--- src/rtl/sdrep_pkg.sv ---
package sdrep_pkg;
    localparam int WORD_W       = 20;
    localparam int REP          = 5;
    localparam int BITS_PER_CLK = WORD_W / REP;
    localparam int PHASES       = WORD_W / BITS_PER_CLK;

    typedef enum logic [2:0] {
        PH0 = 3'd0,
        PH1 = 3'd1,
        PH2 = 3'd2,
        PH3 = 3'd3,
        PH4 = 3'd4
    } phase_e;
endpackage

--- src/rtl/sdrep_phase_fsm.sv ---
module sdrep_phase_fsm
    import sdrep_pkg::*;
(
    input  logic   clk,
    input  logic   rst_n,
    output phase_e phase
);
    phase_e phase_nx;

    always_ff @(posedge clk or negedge rst_n) begin
        if (!rst_n) phase <= PH0;
        else        phase <= phase_nx;
    end

    always_comb begin
        phase_nx = PH0;
        unique case (phase)
            PH0: phase_nx = PH1;
            PH1: phase_nx = PH2;
            PH2: phase_nx = PH3;
            PH3: phase_nx = PH4;
            PH4: phase_nx = PH0;
            default: phase_nx = PH0;
        endcase
    end


    phase_wrap_chk: assert property (@(posedge clk) disable iff (!rst_n)
        (phase == PH4) |=> (phase == PH0));
endmodule

--- src/rtl/sdrep_word_hold.sv ---
module sdrep_word_hold
    import sdrep_pkg::*;
#(
    parameter int W = WORD_W,
    parameter int G = BITS_PER_CLK
) (
    input  logic         clk,
    input  logic         rst_n,
    input  phase_e       phase,
    input  logic         load,
    input  logic [W-1:0] word,
    output logic [G-1:0] group
);
    localparam int REST_W = W - G;

    logic [REST_W-1:0] rest;
    logic              take;

    assign take  = load && (phase == PH0);
    assign group = take ? word[G-1:0] : rest[G-1:0];

    always_ff @(posedge clk or negedge rst_n) begin
        if (!rst_n)    rest <= '0;
        else if (take) rest <= word[W-1:G];
        else           rest <= rest >> G;
    end
endmodule

--- src/rtl/sdrep_spreader.sv ---
module sdrep_spreader
    import sdrep_pkg::*;
#(
    parameter int G = BITS_PER_CLK,
    parameter int R = REP
) (
    input  logic [G-1:0]   group,
    output logic [G*R-1:0] lanes
);
    for (genvar b = 0; b < G; b++) begin : g_bit
        assign lanes[b*R +: R] = {R{group[b]}};
    end
endmodule

--- src/rtl/sd_tx_bitrep.sv ---
module sd_tx_bitrep
    import sdrep_pkg::*;
(
    input  logic              clk,
    input  logic              rst_n,
    input  logic [WORD_W-1:0] tx_word,
    input  logic              tx_load,
    output logic [WORD_W-1:0] line_word,
    output logic              align_err
);
    phase_e                  phase;
    logic [BITS_PER_CLK-1:0] group;
    logic [WORD_W-1:0]       lanes;

    sdrep_phase_fsm u_fsm (
        .clk   (clk),
        .rst_n (rst_n),
        .phase (phase)
    );

    sdrep_word_hold #(.W(WORD_W), .G(BITS_PER_CLK)) u_hold (
        .clk   (clk),
        .rst_n (rst_n),
        .phase (phase),
        .load  (tx_load),
        .word  (tx_word),
        .group (group)
    );

    sdrep_spreader #(.G(BITS_PER_CLK), .R(REP)) u_spread (
        .group (group),
        .lanes (lanes)
    );

    always_ff @(posedge clk or negedge rst_n) begin
        if (!rst_n) begin
            line_word <= '0;
            align_err <= 1'b0;
        end else begin
            line_word <= lanes;
            if (tx_load && (phase != PH0)) align_err <= 1'b1;
        end
    end


    misalign_flag_chk: assert property (@(posedge clk) disable iff (!rst_n)
        (tx_load && phase != PH0) |=> align_err);


    flag_sticky_chk: assert property (@(posedge clk) disable iff (!rst_n)
        align_err |=> align_err);


    idle_zero_chk: assert property (@(posedge clk) disable iff (!rst_n)
        (phase == PH0 && !tx_load) |=> (line_word == '0));
endmodule

--- config.mk ---
export PLATFORM = sky130hd
export DESIGN_NAME = sd_tx_bitrep
export DESIGN_NICKNAME = d
export VERILOG_FILES = /design/src/rtl/sdrep_pkg.sv /design/src/rtl/sdrep_phase_fsm.sv /design/src/rtl/sdrep_word_hold.sv /design/src/rtl/sdrep_spreader.sv /design/src/rtl/sd_tx_bitrep.sv
export SDC_FILE = /design/constraint.sdc
export NUM_CORES = 1
export LEC_CHECK = 0
export ABC_CLOCK_PERIOD_IN_PS = 4000
export BUFFER_PORTS_ARGS = -buffer_cell sky130_fd_sc_hd__buf_2
export CORE_MARGIN = 8
export CORE_UTILIZATION = 49
export CTS_CLUSTER_DIAMETER = 200
export DETAILED_ROUTE_END_ITERATION = 12
export PLACE_DENSITY_LB_ADDON = 0.05
export SYNTH_ARGS = -nofsm -noshare
export SYNTH_HDL_FRONTEND = slang
export SYNTH_SLANG_ARGS = --single-unit
--- constraint.sdc ---
create_clock -name clk -period 4 [get_ports clk]
set_clock_uncertainty 0.1 [all_clocks]
set_input_delay 0.2 -clock clk [delete_from_list [all_inputs] [get_ports clk]]
set_output_delay 0.2 -clock clk [all_outputs]
set_load 0.02 [all_outputs]
Word level (Yosys, flattened, before mapping)
Cells that the tools add are included.
{"block": "op_classes", "n_reduce_logical": 4, "bitwise": 0, "add_sub_neg": 0, "n_eq_ne": 3, "n_lt_le_gt_ge": 0, "mux": 3, "div": 0, "shift": 0, "n_mul": 0}
{"cell": "$mux 16", "count": 1}
{"cell": "$pmux 3 s4", "count": 1}
{"cell": "$eq 3x2->1 const B", "count": 2}
{"cell": "$mux 4", "count": 1}
{"cell": "$eq 3x1->1 const B", "count": 1}
{"cell": "$logic_not 3->1", "count": 1}
{"cell": "$reduce_bool 3->1", "count": 1}
{"cell": "$logic_and 1x1->1", "count": 2}
{"block": "word_totals", "latchBits": 0, "mem_count": 0, "output_inout_bits": 21, "ram_bits": 0, "ff_bits": 36, "mem_bits_ro": 0, "in_bits": 23, "word_cells": 14}

Depth between registers and ports, before layout
{"block": "depth", "depth_word": 3, "depth_mapped": 3}

Cells and area by module
Synthesis repeated with hierarchy kept, for this count alone.
{"block": "hier_totals", "hier_cells": 91, "hier_area_um2": 1440.1}
{"mod": "sdrep_word_hold", "cells_each": 39, "instances": 1, "area_per_inst_um2": 651.9, "seq_area_each_um2": 400.4}
{"mod": "sd_tx_bitrep", "cells_each": 24, "instances": 1, "area_per_inst_um2": 539.3, "seq_area_each_um2": 525.5}
{"mod": "sdrep_spreader", "cells_each": 20, "instances": 1, "area_per_inst_um2": 150.1, "seq_area_each_um2": 0.0}
{"mod": "sdrep_phase_fsm", "cells_each": 8, "instances": 1, "area_per_inst_um2": 98.8, "seq_area_each_um2": 75.1}

Worst setup path after synthesis
Ideal clock, no wire load.
{"block": "synth_timing", "path_type": "register to register", "startpoint": "register u_fsm.phase[0]", "endpoint": "register line_word[15] (netlist name)", "synth_period_minus_slack_ps": 1477, "t_required_ps": 3775, "path_buffers": 1, "stages_incl_launch_ff": 4, "slack_ps": 2523, "arrival_time_ps": 1252, "path_cell_list": "dfrtp_1 > nor4b_4 > buf_6 > mux2_2"}
{"block": "synth_between", "elab_chain_len": 3}
{"element": "start, declared", "line": "sdrep_phase_fsm.sv:6", "source": "output phase_e phase"}
{"element": "start signal, assigned", "line": "sdrep_phase_fsm.sv:12", "source": "else phase <= phase_nx;"}
{"element": "$logic_not 3->1", "line": "sdrep_word_hold.sv:19", "source": "assign take = load && (phase == PH0);"}
{"element": "$logic_and 1x1->1", "line": "sdrep_word_hold.sv:19"}
{"element": "$mux 4", "line": "sdrep_word_hold.sv:20", "source": "assign group = take ? word[G-1:0] : rest[G-1:0];"}
{"element": "net group[3]", "line": "sd_tx_bitrep.sv:12", "source": "logic [BITS_PER_CLK-1:0] group;"}
The timed path passes the listed nets, and every way through them passes these cells.
A chain may end at the register's enable or synchronous reset.

Final worst setup path
{"block": "layout_timing", "startpoint": "register u_fsm.phase[0]", "endpoint": "register u_hold.rest[4]"}
{"block": "layout_between", "elab_chain_len": 3}
{"element": "$logic_not 3->1", "line": "sdrep_word_hold.sv:19"}
{"element": "$logic_and 1x1->1", "line": "sdrep_word_hold.sv:19"}
{"element": "$mux 16", "line": "sdrep_word_hold.sv:24", "source": "else if (take) rest <= word[W-1:G];"}
{"element": "end signal, assigned", "line": "sdrep_word_hold.sv:24"}
{"element": "end signal, assigned", "line": "sdrep_word_hold.sv:25", "source": "else rest <= rest >> G;"}
{"element": "end, declared", "line": "sdrep_word_hold.sv:16", "source": "logic [REST_W-1:0] rest;"}
No other way between the ends.

==> impl_metrics.yaml <==
final_layout:
  drive_above_1_share_pct: 58.2
  fillers: 180
  fin_util_pct: 64.3
  seqCellArea_um2: 601
  final_nets: 134
  syn_to_final_growth_pct: 25.0
  diodes: 0
  layout_common_cells: "buf_2 (43), dfrtp_1 (24), mux2_2 (16)"
  final_common_cell: "buf_2"
  multi_input_area_um2: 267
sta:
  setup_violations: 0
  period_minus_slack_ns: 2.05
  tightest_slew_ns: 1.07
  slew_violations: 0
  post-route-period-util_pct: 51.2
  rsz0062_at_grt: "no"
  fmax_ghz: 0.488
  setup_tns_ns: 0
  relSlewSlack_pct: 28.6
  hold_violations: 0
clock_tree:
  clock_latency_ns: 0.31
  clk_pin_slew_ns: 0.12
  cts_buffers: 3
  cts_tree: "built"
  cts.sinks: 24
  post_cts_buffers: 0
  htreeDepth: 1
  clockRootBuffer: "clkbuf_4"
  postCtsResizedCells: 0
  cts_max_path_buffers: 2
critical_path:
  crit_arrival_ns: 2.16
  crit_family: "simple AND/OR/NAND/NOR gates"
  cp_slowest_cell: "nor4b_4"
  rr_endpoint: "u_hold.rest[4]"
  cpPeakStageDelay_ns: 0.96
  cp-endpoint: "u_hold.rest[4]"
  r2r_slack_ns: 1.95
  rr_startpoint: "u_fsm.phase[0]"
  cp_num_cells: 2
  startpoint_type: "flip-flop"
  reg2reg_depth: 2
  path_max_fanout: 20
  crit_type: "flip-flop to flip-flop"
  required_ns: 4.11
  crit_chain: "nor4b_4 > mux2_2"
  crit_path_start: "u_fsm.phase[0]"
  cp_num_buf_inv: 0
  cp-end-kind: "flip-flop"
detailed_routing:
  avgRoutedWirePerCell_um: 11.8
  met2_wirelength_um: 680
  drt_pass1_iterations: 2
  met1_length_um: 639
  dr.first_iter.drc_count: 6
  met3_wirelength_um: 260
  via_per_inst: 4.39
  highest_layer: "met4"
  vias: 601
  drt_wl_total_um: 1610
  route.detailed.drc: 0
  ant_nets: 0
floorplan:
  ios: 44
  start_util_pct: 51.5
  coreArea_um2: 1960
  die_w_um: 61.4
  die_h_um: 61.4
  dieArea_um2: 3770
  core.rowCount: 16
grt:
  antenna_found_initial: 0
  grt_pass1_vias: 564
  grt_pass1_wl_um: 2440
  grt_max_degree: 25
  grtUsageTotal_pct: 8.91
  grt-ovfl-total: 0
power:
  swShare_pct: 23.0
  power_frac_comb_pct: 11.6
  peakVddDrop_v: 0.000215
  leakagePower_nw: 0.676
  p_int_w: 0.000325
  clock_power_share_pct: 29.5
  p_sw_w: 0.0000970
  powerDensity_nw_per_um2: 334
  seqPwrFrac_pct: 58.8
place:
  portBuffers: 43
  place.gp.congestion: 0.571
  hpwl_um: 1140
synth:
  ys_ff_latch: 24
  yosysWarningCount: 0
  synthCells: 70
  synth_cell_types: 11
  syn-num-nets: 93
  synth.avg_cell_area_um2: 14.4
  synth_area_um2: 1010
  yosysSeqAreaShare_pct: 59.5
worst_hold_path:
  hold_path_class: "primary input to flip-flop"
flow_run:
  drv_cap: 0
run_status:
  status: "finished, final reports clean"
-- cells by family after synthesis --
logic type / after synthesis / synth area share, %
DFF: 24 / 59.5
buffers and inverters: 18 / 14.1
muxes: 16 / 17.8
and+or+nand+nor: 10 / 6.94
AOI/OAI and AO/OA: 1 / 0.744
xor gates and xnor gates: 1 / 0.868
-- worst register-to-register path, stage by stage, from the launching register on --
cell	delay [ns]
dfrtp_1	0.47
nor4b_4	0.96
mux2_2	0.42
-- registers in the layout (all words and copies together), names as in the netlist --
name,flops
align_err,1
line_word,4
u_fsm.phase,3
u_hold.rest,16
-- routing by layer --
| metal | vias up | track usage, % |
|---|---|---|
| li1 | 297 | - |
| met1 | 266 | 9.60 |
| met2 | 34 | 14.0 |
| met3 | 4 | 3.13 |
| met4 | 0 | 6.82 |
| met5 | - | 0 |
-- how the worst min path moves through the flow --
stage	start	endpoint	cells after the start
2_1_floorplan	rst_n	align_err	0
3_3_place_gp	rst_n	u_fsm.phase[1]	1
3_5_place_dp	rst_n	u_fsm.phase[0]	1
4_1_cts	tx_word[5]	u_hold.rest[1]	2
5_1_grt	tx_word[14]	u_hold.rest[10]	2
6_report	tx_word[2]	line_word[14]	2
-- final cells by class --
cell class                 count  area share, %
timing repair buffer          54           25.8
multi-input combinational     28           21.1
tap                           27           2.68
clock buffer                   4           2.87
sequential                    24           47.6
-- power groups by stage --
stage	Combinational (W)	Sequential [W]	Clock, W
global route	0.0000528	0.000249	0.000141
finish	0.0000491	0.000248	0.000125
floorplan	0.0000254	0.000256	0
CTS	0.0000470	0.000249	0.000130
detailed placement	0.0000418	0.000253	0
global placement	0.0000420	0.000253	0
-- cells in the mapped netlist --
| cell type | count | share of area, % |
|---|---|---|
| nor2_1 | 3 | 1.1 |
| and2_1 | 4 | 2.5 |
| nand2_1 | 1 | 0.37 |
| nor4b_4 | 1 | 2.4 |
| buf_6 | 2 | 2.2 |
| nand2b_1 | 1 | 0.62 |
| dfrtp_1 | 24 | 59 |
| mux2_2 | 16 | 18 |
| buf_4 | 16 | 12 |
| xnor2_1 | 1 | 0.87 |
| o31ai_1 | 1 | 0.74 |
-- metrics by stage --
stage	setup WS [ns]	hold slack [ns]	power, W	area, um^2	cells
floorplan	2.52	-0.196	0.000282	1010	70
global placement	1.93	0.104	0.000295	1120	122
detailed placement	1.92	0.108	0.000295	1120	122
CTS	1.90	0.00198	0.000426	1220	133
global route	1.80	0.00133	0.000443	1260	137
finish	1.95	0.0106	0.000422	1260	137
-- timing repair --
action / in CTS / in global routing
hold buffers: 7 / 4
setup endpoints to repair: 0 / 0
endpoints found under the hold margin: 30 / 4
(Power assumes the default switching activity.)
